===== config.mk =====
export PLATFORM = sky130hd
export DESIGN_NAME = byte_in_port
export DESIGN_NICKNAME = d
export VERILOG_FILES = /design/src/rtl/in_port_pkg.sv /design/src/rtl/in_port_sync.sv /design/src/rtl/in_port_ctrl.sv /design/src/rtl/in_port_dreg.sv /design/src/rtl/byte_in_port.sv
export SDC_FILE = /design/constraint.sdc
export NUM_CORES = 1
export LEC_CHECK = 0
export CAP_MARGIN = 5
export CELL_PAD_IN_SITES_DETAIL_PLACEMENT = 1
export CELL_PAD_IN_SITES_GLOBAL_PLACEMENT = 1
export CORE_UTILIZATION = 28
export DETAILED_ROUTE_END_ITERATION = 16
export PLACE_DENSITY = 0.75
export RECOVER_POWER = 25
export SLEW_MARGIN = 20
export SYNTH_ARGS = -nofsm -noshare
export SYNTH_HDL_FRONTEND = slang
export SYNTH_SLANG_ARGS = --single-unit

===== constraint.sdc =====
create_clock -name clk_i -period 1.85 [get_ports clk_i]
set_input_delay 0.4625 -clock clk_i [delete_from_list [all_inputs] [get_ports clk_i]]
set_output_delay 0.4625 -clock clk_i [all_outputs]
set_load 0.02 [all_outputs]

===== src/rtl/in_port_pkg.sv =====
package in_port_pkg;
  typedef enum logic [1:0] {
    ST_IDLE    = 2'd0,
    ST_FULL    = 2'd1,
    ST_RELEASE = 2'd2
  } port_state_e;
endpackage


===== src/rtl/in_port_sync.sv =====
module in_port_sync #(
  parameter int STAGES = 2
) (
  input  logic clk_i,
  input  logic rst_ni,
  input  logic d_i,
  output logic q_o
);
  logic [STAGES-1:0] sr_q;

  always_ff @(posedge clk_i or negedge rst_ni) begin
    if (!rst_ni) sr_q <= '0;
    else         sr_q <= {sr_q[STAGES-2:0], d_i};
  end

  assign q_o = sr_q[STAGES-1];
endmodule


===== src/rtl/in_port_ctrl.sv =====
module in_port_ctrl
  import in_port_pkg::*;
(
  input  logic clk_i,
  input  logic rst_ni,
  input  logic valid_s_i,
  input  logic auto_clr_i,
  input  logic rd_en_i,
  input  logic clr_wr_i,
  output logic cap_o,
  output logic flag_o,
  output logic accept_o
);
  port_state_e state_q, state_d;
  logic        valid_d_q;
  logic        rise;
  logic        clr_req;

  assign rise    = valid_s_i & ~valid_d_q;
  assign clr_req = auto_clr_i ? rd_en_i : clr_wr_i;

  always_comb begin
    state_d = state_q;
    unique case (state_q)
      ST_IDLE:    if (rise) state_d = ST_FULL;
      ST_FULL:    if (clr_req) state_d = ST_RELEASE;
      ST_RELEASE: state_d = ST_IDLE;
      default:    state_d = ST_IDLE;
    endcase
  end

  always_ff @(posedge clk_i or negedge rst_ni) begin
    if (!rst_ni) begin
      state_q   <= ST_IDLE;
      valid_d_q <= 1'b0;
    end else begin
      state_q   <= state_d;
      valid_d_q <= valid_s_i;
    end
  end

  // capture only from idle, on a fresh edge
  assign cap_o    = (state_q == ST_IDLE) & rise;
  assign flag_o   = (state_q == ST_FULL);
  assign accept_o = (state_q != ST_IDLE);
endmodule


===== src/rtl/in_port_dreg.sv =====
module in_port_dreg #(
  parameter int W = 8
) (
  input  logic         clk_i,
  input  logic         rst_ni,
  input  logic         ld_i,
  input  logic [W-1:0] d_i,
  output logic [W-1:0] q_o
);
  always_ff @(posedge clk_i or negedge rst_ni) begin
    if (!rst_ni)   q_o <= '0;
    else if (ld_i) q_o <= d_i;
  end
endmodule


===== src/rtl/byte_in_port.sv =====
module byte_in_port #(
  parameter int DATA_W      = 8,
  parameter int SYNC_STAGES = 2
) (
  input  logic              clk_i,
  input  logic              rst_ni,
  input  logic [DATA_W-1:0] dev_data_i,
  input  logic              dev_valid_i,
  output logic              dev_accept_o,
  input  logic              rd_en_i,
  output logic [DATA_W-1:0] rd_data_o,
  output logic              flag_o,
  input  logic              clr_wr_i,
  input  logic              auto_clr_i,
  input  logic              irq_en_i,
  output logic              irq_o
);
  logic valid_s;
  logic cap;

  in_port_sync #(.STAGES(SYNC_STAGES)) i_sync (
    .clk_i (clk_i),
    .rst_ni(rst_ni),
    .d_i   (dev_valid_i),
    .q_o   (valid_s)
  );

  in_port_ctrl i_ctrl (
    .clk_i     (clk_i),
    .rst_ni    (rst_ni),
    .valid_s_i (valid_s),
    .auto_clr_i(auto_clr_i),
    .rd_en_i   (rd_en_i),
    .clr_wr_i  (clr_wr_i),
    .cap_o     (cap),
    .flag_o    (flag_o),
    .accept_o  (dev_accept_o)
  );

  in_port_dreg #(.W(DATA_W)) i_dreg (
    .clk_i (clk_i),
    .rst_ni(rst_ni),
    .ld_i  (cap),
    .d_i   (dev_data_i),
    .q_o   (rd_data_o)
  );

  assign irq_o = irq_en_i & flag_o;
endmodule


# Word-level counts from Yosys, hierarchy flattened
# Index checks and enable logic that the tools add are counted.
word_totals:
  register_bits: 13
  out_inout_bits: 11
op_classes:
  eq_ne: 3
  n_mux: 4
  bitwise_logic: 4
  reduce_logical: 3
ops:
  columns: ["op", "count"]
  rows:
  - ["$mux W2", 2]
  - ["$ne A2 B1 Y1 const B", 2]
  - ["$pmux W2 S2", 1]
  - ["$and A1 B1 Y1", 3]
  - ["$eq A2 B1 Y1 const B", 1]
  - ["$logic_not A2 Y1", 1]
  - ["$reduce_and A2 Y1", 1]
  - ["$reduce_bool A2 Y1", 1]
  - ["$mux W1", 1]
  - ["$not A1 Y1", 1]

# Logic depth before layout (Yosys ltp)
depth:
  word_depth: 4
  ltp_mapped: 2
  mapped_depth_nobuf: 2

# Cells and area by module
# A second synthesis with hierarchy kept.
hier_totals:
  hier_cells: 29
  area_unflattened_um2: 516.7
modules_own_cells:
  columns: ["module", "n_inst", "cells_per_inst", "area_per_inst_um2"]
  rows:
  - ["in_port_dreg", 1, 17, 331.6]
  - ["in_port_ctrl", 1, 9, 128.9]
  - ["in_port_sync", 1, 2, 50.0]
  - ["byte_in_port", 1, 1, 6.3]

# Worst setup path after synthesis
# OpenSTA, ideal clock, no wires.
synth_timing:
  path_kind: "register to output"
  start: "reg i_ctrl.state_q[0]"
  end: "out irq_o"
  arrival_ns: 1.109
  required_ns: 1.387
  setup_slack_ns: 0.278
  stages_incl_launch_ff: 3
  n_path_buf: 0
  path_cell_list: "dfrtp_1 -> nor2b_1 -> and2_1"
synth_between:
  elab_chain_cells: 2
synth_lines:
  columns: ["element", "line_no", "source"]
  rows:
  - ["from (decl)", "in_port_ctrl.sv:14", "port_state_e state_q, state_d;"]
  - ["from (signal assigned)", "in_port_ctrl.sv:37", "state_q <= state_d;"]
  - ["$eq A2 B1 Y1", "in_port_ctrl.sv:44", "assign flag_o = (state_q == ST_FULL);"]
  - ["named net flag_o", "byte_in_port.sv:12", "output logic flag_o,"]
  - ["$and A1 B1 Y1", "byte_in_port.sv:48", "assign irq_o = irq_en_i & flag_o;"]
  - ["to (decl)", "byte_in_port.sv:16", "output logic irq_o"]
# The timed path passes the listed nets, and every way through them passes these cells.

# Worst setup path after layout
layout_timing:
  start: "reg i_dreg.q_o[3]"
  end: "out rd_data_o[3]"
layout_rtl:
  columns: ["element", "line_no", "source"]
  rows:
  - ["from (decl)", "in_port_dreg.sv:8", "output logic [W-1:0] q_o"]
  - ["from (signal assigned)", "in_port_dreg.sv:12", "else if (ld_i) q_o <= d_i;"]
  - ["to (decl)", "byte_in_port.sv:11", "output logic [DATA_W-1:0] rd_data_o,"]
# No word-level cell between the ends.

==> results.ini <==
[yosys]
ys_seq_area_share_pct = 67.5
synth_commonest_cells = dfrtp_1, mux2_2, nor2b_1
synth_area_per_cell_um2 = 17.2
synth_fp_nets = 43
yosys-top-cells-area = dfrtp_1, mux2_2, nor4b_4
ys_ff_latch = 13
synth_cells = 28
synth.cell_area_um2 = 482
yosys.area.top_type_share_pct = 67.5
synth-async-reset-ratio_pct = 100
synth_edf_count = 0
synthFlopType = dfrtp_1
yosysMostFrequentCell = dfrtp_1
synth_largest_area_cell = dfrtp_1
yosysWarnings = 0
synth_cell_types = 8

[clock_network]
htree_levels = 1
cts.sinks = 13
cts_tree = done
clockBufferDepth = 2
cts.clk_slew.worst_paths_ns = 0.08
clock_latency_ns = 0.27
cts_buffers = 3
cts_root_buffer = clkbuf_4
postCtsSetupRepairBufs = 0

[critical_path]
r2r_cells = 4
end_kind = output port
regToRegStartpoint = i_ctrl.state_q[0]
criticalPathCategory = flop to output port
cp_slowest_cell = clkdlybuf4s50_1
critical_path.cell_chain = clkdlybuf4s50_1
cp-start-kind = flop
path_delay_family = buffers and inverters
rrSetupSlack_ns = 0.40
crit_fanout = 2
timing.rr.end = i_dreg.q_o[2]
worstPathArrival_ns = 1.25
crit_buf_inv = 1
cp.required_ns = 1.39
slowest_delay_ns = 0.61

[cells_and_area]
diodes = 0
area.growth.synth_to_final_pct = 66.0
final_nets = 77
drive_above_1_share_pct = 32.8
finish.utilization_pct = 51.3

[min_path]
hold_path_class = flop to flop
hold_depth = 0
hold-path-endpoint = i_sync.sr_q[1]
hold_start = i_sync.sr_q[0]

[timing]
final_max_slew_viol_count = 0
setup_viol = 0
tns_ns = 0
fmax_mhz = 585
fin_crit_sh_pct = 92.4
rsz0062_at_grt = no
finalHoldViolations = 0
period_minus_slack_ns = 1.71
skew_ns = 0.00550
slew_headroom_pct = 60.9
tightest_slew_ns = 0.584

[floorplanning]
io_pins = 26
row_count = 14
die_w_um = 43.5
coreArea_um2 = 1560
die_area_um2 = 1890
initial_utilization_pct = 30.9
dieHeight_um = 43.5

[routing]
first_pass_iters = 1
totalWireLength_um = 1040
drc = 0
via_count = 343
drt_iter0_drc = 0
viasPerCell = 4.45
antenna_left = 0
wire_per_inst_um = 13.4

[grt]
grt_pass1_vias = 411
antenna_found_initial = 0
grt.total_usage_pct = 14.3
grt_max_degree = 14
overflow = 0
grt_pass1_wl_um = 1860

[power]
irDropWorstVdd_mv = 0.545
leakagePower_uw = 0.000359
powerDensity_nw_per_um2 = 1110

[placement]
routabilityCongestion = 0.630
dp_hpwl_um = 831
port_buffers = 25

[run]
drv_cap = 0

[status]
status = finished, final reports clean

==> stage by stage <==
step                      power [uW]  setup WS [ns]  cell area [um2]  hold slack (ns)  instances
after global placement           721         -0.220              782            0.338         73
final                            889          0.140              800            0.355         77
after CTS                        908        0.00844              808            0.360         77
after global routing             939         0.0806              800            0.360         77
after floorplan                  538          0.278              482            0.167         28
after detailed placement         733         -0.259              782            0.351         73
==> where the power goes <==
part	switching, uW	internal [uW]
Combinational	145	188
Clock	93.0	83.5
Sequential	33.4	346
==> registers in the layout (all words and copies together) (netlist names) <==
signal / cells
i_sync.sr_q: 2
i_ctrl.state_q: 2
i_dreg.q_o: 8
i_ctrl.valid_d_q: 1
==> area by class of cell <==
class | count | area (um2)
Fill cell | 169 | 759
Timing Repair Buffer | 29 | 269
Multi-Input combinational cell | 15 | 159
Clock buffer | 4 | 26.3
Sequential cell | 13 | 325
Tap cell | 16 | 20.0
==> cells in the final DEF (no fill, tap or decap) <==
cell type and n:
a21o_1 1, or2_2 1, dlygate4sd3_1 2, clkdlybuf4s50_1 20, nor2b_2 1, buf_4 4, nor4b_4 1, clkbuf_4 3
nor2b_1 1, clkbuf_2 2, and2_1 1, dfrtp_1 13, mux2_2 8, clkbuf_1 1, dlygate4sd2_1 1, mux2i_1 1
==> worst max-delay path by stage <==
| stage | cells past startpoint | from | slack [ns] | end |
|---|---|---|---|---|
| after floorplan | 2 | i_ctrl.state_q[0] | 0.28 | irq_o |
| after global placement | 3 | irq_en_i | -0.22 | irq_o |
| after detailed placement | 3 | irq_en_i | -0.26 | irq_o |
| after CTS | 3 | i_ctrl.state_q[1] | 0.008 | dev_accept_o |
| after global routing | 1 | i_dreg.q_o[2] | 0.08 | rd_data_o[2] |
| final | 1 | i_dreg.q_o[3] | 0.14 | rd_data_o[3] |
==> repair_timing <==
item / in CTS / in global routing
resized for setup: 5 / 3
hold buffers: 0 / 0
setup endpoints to repair: 3 / 2
==> per-layer routing <==
metal | part of all wire (%) | vias up | global-route usage (%)
li1 | - | 163 | -
met1 | 41 | 168 | 16.0
met2 | 54 | 12 | 23.0
met3 | 4.3 | 0 | 6.25
met4 | 0 | 0 | 7.50
met5 | 0 | - | 0
==> worst register-to-register path, delay by kind of cell (launching register included) <==
| family | cells | cell delay (ns) |
|---|---|---|
| buffers and inverters | 2 | 0.33 |
| DFF | 1 | 0.40 |
| muxes | 1 | 0.33 |
| and+or+nand+nor | 1 | 0.28 |
==> logic make-up (layout without fill, tap and decap cells) <==
logic type,Yosys count,in the layout,synth area share (%)
buffers and inverters,0,33,0
muxes,9,9,20.8
DFF,13,13,67.5
AOI/OAI and AO/OA,1,1,1.56
and+or+nand+nor,5,5,10.1
(Power assumes the default switching activity.)
